**config.mk**
```make
export PLATFORM = sky130hd
export DESIGN_NAME = irq_cascade_ctrl
export DESIGN_NICKNAME = d
export VERILOG_FILES = /design/src/rtl/irq_cascade_pkg.sv /design/src/rtl/irq_cascade_decode.sv /design/src/rtl/irq_cascade_regs.sv /design/src/rtl/irq_cascade_ctrl.sv
export SDC_FILE = /design/constraint.sdc
export NUM_CORES = 1
export LEC_CHECK = 0
export BUFFER_PORTS_ARGS = -buffer_cell sky130_fd_sc_hd__buf_4
export CORE_MARGIN = 8
export CORE_UTILIZATION = 45
export DETAILED_ROUTE_END_ITERATION = 12
export PLACE_DENSITY = 0.71
export SYNTH_ARGS = -nofsm -noshare
export SYNTH_HDL_FRONTEND = slang
export SYNTH_SLANG_ARGS = --single-unit
export TNS_END_PERCENT = 20
```
**constraint.sdc**
```tcl
create_clock -name clk -period 2 [get_ports clk]
set_input_delay 0.3 -clock clk [delete_from_list [all_inputs] [get_ports clk]]
set_output_delay 0.3 -clock clk [all_outputs]
set_load 0.01 [all_outputs]
```
**src/rtl/irq_cascade_pkg.sv**
```systemverilog
package irq_cascade_pkg;

  // Bank count; bank b summarises into the top bit of bank b-1.
  localparam int NUM_BANKS = 2;

  // Per-bank decoded strobes passed from the decoder to the register file.
  typedef struct packed {
    logic [NUM_BANKS-1:0] pendSet;
    logic [NUM_BANKS-1:0] pendClr;
    logic [NUM_BANKS-1:0] maskSet;
    logic [NUM_BANKS-1:0] maskClr;
    logic [NUM_BANKS-1:0] rdPend;
    logic [NUM_BANKS-1:0] rdMask;
  } regStrobe_t;

endpackage

```
**src/rtl/irq_cascade_decode.sv**
```systemverilog
module irq_cascade_decode
  import irq_cascade_pkg::*;
#(
  parameter int ADDR_W      = 8,
  parameter int BANK0_BASE  = 'h40,
  parameter int BANK_STRIDE = 'h20
) (
  input  logic [ADDR_W-1:0] busAddr,
  input  logic              busWrEn,
  input  logic              busRdEn,
  output regStrobe_t        strb
);

  // Register offsets inside one bank window.
  localparam int OFS_PEND_SET = 'h0;
  localparam int OFS_PEND_CLR = 'h4;
  localparam int OFS_MASK_SET = 'h8;
  localparam int OFS_MASK_CLR = 'hC;

  logic [NUM_BANKS-1:0] pSet, pClr, mSet, mClr, rP, rM;

  for (genvar b = 0; b < NUM_BANKS; b++) begin : g_bank
    localparam logic [ADDR_W-1:0] A_PSET = ADDR_W'(BANK0_BASE + b*BANK_STRIDE + OFS_PEND_SET);
    localparam logic [ADDR_W-1:0] A_PCLR = ADDR_W'(BANK0_BASE + b*BANK_STRIDE + OFS_PEND_CLR);
    localparam logic [ADDR_W-1:0] A_MSET = ADDR_W'(BANK0_BASE + b*BANK_STRIDE + OFS_MASK_SET);
    localparam logic [ADDR_W-1:0] A_MCLR = ADDR_W'(BANK0_BASE + b*BANK_STRIDE + OFS_MASK_CLR);

    logic hitPSet, hitPClr, hitMSet, hitMClr;
    assign hitPSet = (busAddr == A_PSET);
    assign hitPClr = (busAddr == A_PCLR);
    assign hitMSet = (busAddr == A_MSET);
    assign hitMClr = (busAddr == A_MCLR);

    assign pSet[b] = busWrEn && hitPSet;
    assign pClr[b] = busWrEn && hitPClr;
    assign mSet[b] = busWrEn && hitMSet;
    assign mClr[b] = busWrEn && hitMClr;
    assign rP[b]   = busRdEn && (hitPSet || hitPClr);
    assign rM[b]   = busRdEn && (hitMSet || hitMClr);
  end

  assign strb = '{pendSet: pSet, pendClr: pClr, maskSet: mSet,
                  maskClr: mClr, rdPend: rP, rdMask: rM};

endmodule

```
**src/rtl/irq_cascade_regs.sv**
```systemverilog
module irq_cascade_regs
  import irq_cascade_pkg::*;
#(
  parameter int DATA_W = 32
) (
  input  logic                             clk,
  input  logic                             rstN,
  input  regStrobe_t                       strb,
  input  logic [DATA_W-1:0]                wrData,
  input  logic [NUM_BANKS-1:0][DATA_W-1:0] reqIn,
  output logic [NUM_BANKS-1:0][DATA_W-1:0] pendQ,
  output logic [NUM_BANKS-1:0][DATA_W-1:0] maskQ,
  output logic [DATA_W-1:0]                rdData,
  output logic                             fastIrq
);

  localparam int SUM_BIT = DATA_W - 1;

  logic [NUM_BANKS-1:0][DATA_W-1:0] pendNext;
  logic [NUM_BANKS-1:0][DATA_W-1:0] maskNext;
  logic                             anyHit;

  // Walk banks top-down so each summary bit sees the final value of the bank above.
  always_comb begin
    pendNext = pendQ;
    maskNext = maskQ;
    for (int b = NUM_BANKS - 1; b >= 0; b--) begin
      if (strb.pendSet[b]) pendNext[b] = pendNext[b] | wrData;
      if (strb.pendClr[b]) pendNext[b] = pendNext[b] & ~wrData;
      // Requests are applied after the clear so an event is never dropped.
      pendNext[b] = pendNext[b] | reqIn[b];
      if (b < NUM_BANKS - 1) pendNext[b][SUM_BIT] = |pendNext[b+1];
      if (strb.maskSet[b]) maskNext[b] = maskNext[b] | wrData;
      if (strb.maskClr[b]) maskNext[b] = maskNext[b] & ~wrData;
    end
  end

  always_ff @(posedge clk or negedge rstN) begin
    if (!rstN) begin
      pendQ <= '0;
      maskQ <= '0;
    end else begin
      pendQ <= pendNext;
      maskQ <= maskNext;
    end
  end

  always_comb begin
    anyHit = 1'b0;
    for (int b = 0; b < NUM_BANKS; b++) anyHit = anyHit | (|(pendQ[b] & maskQ[b]));
  end

  always_ff @(posedge clk or negedge rstN) begin
    if (!rstN) fastIrq <= 1'b0;
    else       fastIrq <= anyHit;
  end

  always_comb begin
    rdData = '0;
    for (int b = 0; b < NUM_BANKS; b++) begin
      if (strb.rdPend[b]) rdData = rdData | pendQ[b];
      if (strb.rdMask[b]) rdData = rdData | maskQ[b];
    end
  end

endmodule

```
**src/rtl/irq_cascade_ctrl.sv**
```systemverilog
module irq_cascade_ctrl
  import irq_cascade_pkg::*;
#(
  parameter int ADDR_W      = 8,
  parameter int DATA_W      = 32,
  parameter int BANK0_BASE  = 'h40,
  parameter int BANK_STRIDE = 'h20
) (
  input  logic              clk,
  input  logic              rstN,
  input  logic [ADDR_W-1:0] busAddr,
  input  logic              busWrEn,
  input  logic [DATA_W-1:0] busWrData,
  input  logic              busRdEn,
  output logic [DATA_W-1:0] busRdData,
  input  logic [DATA_W-1:0] reqBank0,
  input  logic [DATA_W-1:0] reqBank1,
  output logic              fastIrq
);

  regStrobe_t                       strb;
  logic [NUM_BANKS-1:0][DATA_W-1:0] pendQ;
  logic [NUM_BANKS-1:0][DATA_W-1:0] maskQ;
  logic [NUM_BANKS-1:0][DATA_W-1:0] reqIn;
  logic [DATA_W-1:0]                pend0Q, pend1Q, mask0Q, mask1Q;

  assign reqIn  = {reqBank1, reqBank0};
  assign pend0Q = pendQ[0];
  assign pend1Q = pendQ[1];
  assign mask0Q = maskQ[0];
  assign mask1Q = maskQ[1];

  irq_cascade_decode #(
    .ADDR_W(ADDR_W), .BANK0_BASE(BANK0_BASE), .BANK_STRIDE(BANK_STRIDE)
  ) u_decode (
    .busAddr(busAddr), .busWrEn(busWrEn), .busRdEn(busRdEn), .strb(strb)
  );

  irq_cascade_regs #(.DATA_W(DATA_W)) u_regs (
    .clk(clk), .rstN(rstN), .strb(strb), .wrData(busWrData), .reqIn(reqIn),
    .pendQ(pendQ), .maskQ(maskQ), .rdData(busRdData), .fastIrq(fastIrq)
  );

endmodule

```
==> reports/metrics.csv <==
stage,metric,value,unit
route,number_of_drc_violations_after_detailed_routing,0,
critical_path,path_class,primary input to register,
power_and_ir_drop,cellLeakagePower,3.93,nW
route,drt_pass1_iterations,6,
placed_design,dp.final_hpwl,17300,um
sta,finalCritPeriodShare,1.03,
synth,synth_edf_count,0,
synth,synth.area.mux_share,0,
run_status,outcome,finished with violations,
critical_path,cells_along_the_critical_path,"buf_4, nor4bb_4, buf_4, buf_12, and2_4, bufbuf_16, a311o_1, nor4_2, nand4_1, or2_1",
critical_path,worstSetupEndpointType,register,
sta,rsz0062_at_grt,true,
critical_path,slowest_delay,330,ps
critical_path,crit_path_top_delay_cell,sky130_fd_sc_hd__a311o_1,
clocking,clock_sink_count,129,
synth,largest_family_of_logic_cells_by_synthesized_area,compound AO/OA/AOI/OAI gates,
clocking,clk-insertion-delay-late,430,ps
critical_path,cp-startpoint,busAddr[6],
synth,async_reset_ff_frac,1.00,
route,via_per_inst,6.50,
critical_path,crit-reg2reg-launch,u_regs.pendQ[25],
sta,timing.max_slew.rel_slack,0.669,
sta,finalHoldViolCount,0,
layout,final.fill_count,1111,
synth,post-synth-top-area-cell,sky130_fd_sc_hd__dfrtp_1,
critical_path,reg2reg_to,u_regs.fastIrq,
sta,finalSetupViolations,32,
run_status,violations,setup timing,
placed_design,routabilityCongestion,0.936,
sta,timing_worst_slew_pin_value,497,ps
synth,synth_simple_gate_area_share,0.122,
synth,synth_fp_nets,800,
clocking,clock_tree.htree_level_count,4,
synth,synth_cells,692,
power_and_ir_drop,pwr_density_cell,700,nW/um2
synth,yosysUniqueCellTypes,27,
clocking,tritoncts.num_buffers,17,
die,floorplan.initialDensity,0.461,
layout,final_area,9020,um2
synth,synth_compound_gate_area_share,0.324,
sta,fmax,0.484,GHz
critical_path,cp_max_fo,10,
synth,cell_with_the_most_instances_after_synthesis,sky130_fd_sc_hd__dfrtp_1,
clocking,tritoncts,yes,
power_and_ir_drop,ir_drop,0.638,mV
route,ant_nets,0,
sta,fin_skew,7.72,ps
synth,yosys_most_used_dff,sky130_fd_sc_hd__dfrtp_1,
synth,post_synth_main_area_contributors,"sky130_fd_sc_hd__dfrtp_1 50%, sky130_fd_sc_hd__a21oi_1 9.9%, sky130_fd_sc_hd__a22oi_1 7.5%",
synth,yosys_warnings,0,
die,chipWidth,135,um
sta,fin_worst_hold_slack,65.1,ps
clocking,clockBufferDepth,2,
job,maxCapViolations,0,
synth,synth_top_cells_by_count,"129 x sky130_fd_sc_hd__dfrtp_1, 126 x sky130_fd_sc_hd__a21oi_1, 98 x sky130_fd_sc_hd__nand2_1",
route,number_of_violations_reported_at_the_end_of_detailed_routing_iteration_0,915,
sta,period_minus_slack,2060,ps
power_and_ir_drop,report.power.total,6.32,mW
global_route,antenna_found_initial,0,
die,core_region_area,13900,um2
route,routed_wire_length_per_instance,24.6,um
global_route,first_global_vias,6838,
critical_path,worst-r2r-setup-slack,60,ps
layout,nets_final,962,
layout,synth_to_final_area_change,41.0,%
critical_path,timing.critical_path.to,u_regs.pendQ[31],
critical_path,timing.critical_path.from_type,primary input,
placed_design,io_buffers,139,
die,die_area,18300,um2
die,chipHeight,135,um
critical_path,timing.critical_path.mode_cell,sky130_fd_sc_hd__buf_4,
placed_design,dpl_cell_area,7970,um2
hold_path,worstHoldPathType,primary input to register,
layout,post_route_cells_drive_above_1_share,0.331,
clocking,cts.reportedPaths.clkPinSlew,50,ps
die,core.rowCount,43,
sta,layout_setup_ws,-64.7,ps
global_route,overflow,0,
route,wirelength,25800,um
sta,finalMaxSlewViolations,0,
global_route,grt_start_max_net_pins,56,
synth,arithmetic_cell_share_of_the_synthesized_area_counting_full_adders_half_adders_and_majority_gates,0,
synth,synth_seq_cells,129,
global_route,grt_util_all_layers,0.281,
synth,netlist.area_leader.share,0.505,
placed_design,pre_cts_ws,-556,ps
route,routed-via-count,6800,
layout,diodes,0,
synth,synth_xor_area_frac,0,
critical_path,critPathArrivalTime,2370,ps
clocking,root_buffer_selected_by_cts,sky130_fd_sc_hd__clkbuf_16,
synth,syn_area,6400,um2
die,io_count,141,
layout,postLayoutCoreUtil,0.650,
global_route,grt_first_pass_wirelength,39300,um
synth,syn_area_per_cell,9.24,um2
critical_path,r2r.worst_path.cells,4,
critical_path,cp.required,2310,ps
synth,synth.yosys.seq_area_share,0.505,
critical path, delay by kind of cell:
kind	cells	cell delay [ps]
AOI/OAI and AO/OA	1	330
buffers and inverters	4	680
and+or+nand+nor	5	1060
worst min path at each step:
stage / startpoint / end / slack [ps] / cells past startpoint
global route: reqBank0[8] / u_regs.pendQ[8] / 60 / 2
detailed placement: rstN / u_regs.pendQ[30] / 220 / 1
floorplan: rstN / asynchronous set/reset pin / 4 / 0
global placement: rstN / u_regs.pendQ[30] / 220 / 1
CTS: reqBank0[5] / u_regs.pendQ[5] / 60 / 2
finish: reqBank0[5] / u_regs.pendQ[5] / 70 / 2
metal layers:
layer  vias to the layer above  wire length, um  GRT usage
li1                       2934                -          -
met1                      3298             9990      0.352
met2                       488            11900      0.428
met3                        80             3060      0.102
met4                         0              800      0.123
met5                         -                0          0
report_power, final:
group | switching [mW] | internal (mW) | total [mW]
Combinational | 0.342 | 0.297 | 0.639
Clock | 1.10 | 1.82 | 2.93
Sequential | 0.0728 | 2.68 | 2.75
Total | 1.52 | 4.80 | 6.32
layout by cell type, fill, tap and decap left out, drive strengths merged:
master and instances:
or2 32, a311o 32, nor4 8, and2 1, clkbuf 25, o21ai 32
dlygate4sd3 1, clkinv 5, a22oi 64, or3 1, nor4b 1, a31oi 32
nand2 98, or4 1, bufinv 1, a221oi 16, nand2b 1, bufbuf 1
nor3 4, nor4bb 1, a22o 16, dfrtp 129, a21oi 126, nand3 2
nor2 6, nand4 6, inv 34, and3 2, buf 188
what timing repair did:
action | 4_1_cts | 5_1_grt
gates cloned | 7 | 0
hold endpoints to repair | 19 | 0
resized for setup | 52 | 16
hold buffers | 1 | 0
pin swaps | 26 | 17
setup buffers | 10 | 0
endpoints found under the setup margin | 34 | 33
logic make-up after synthesis:
| kind of cell | after synthesis |
|---|---|
| buffers and inverters | 81 |
| and+or+nand+nor | 164 |
| AOI/OAI and AO/OA | 318 |
| DFF | 129 |
layout make-up:
class                   count  area, um2  share of cell area
clock buffers              25        495              0.0549
clock inverters             6       55.1             0.00610
well taps                 180        225              0.0250
repair buffers            190       1830               0.203
inverters                  34        133              0.0147
multi-input cells         482       3050               0.338
flip-flops and latches    129       3230               0.358
metrics by stage:
step                cells  TNS (ps)
global route         1046     -3580
detailed placement   1000    -14040
floorplan             692     -1110
CTS                  1048      -663
finish               1046      -902
global placement     1000    -10800
Note: power is estimated with default switching activity, not from simulation.
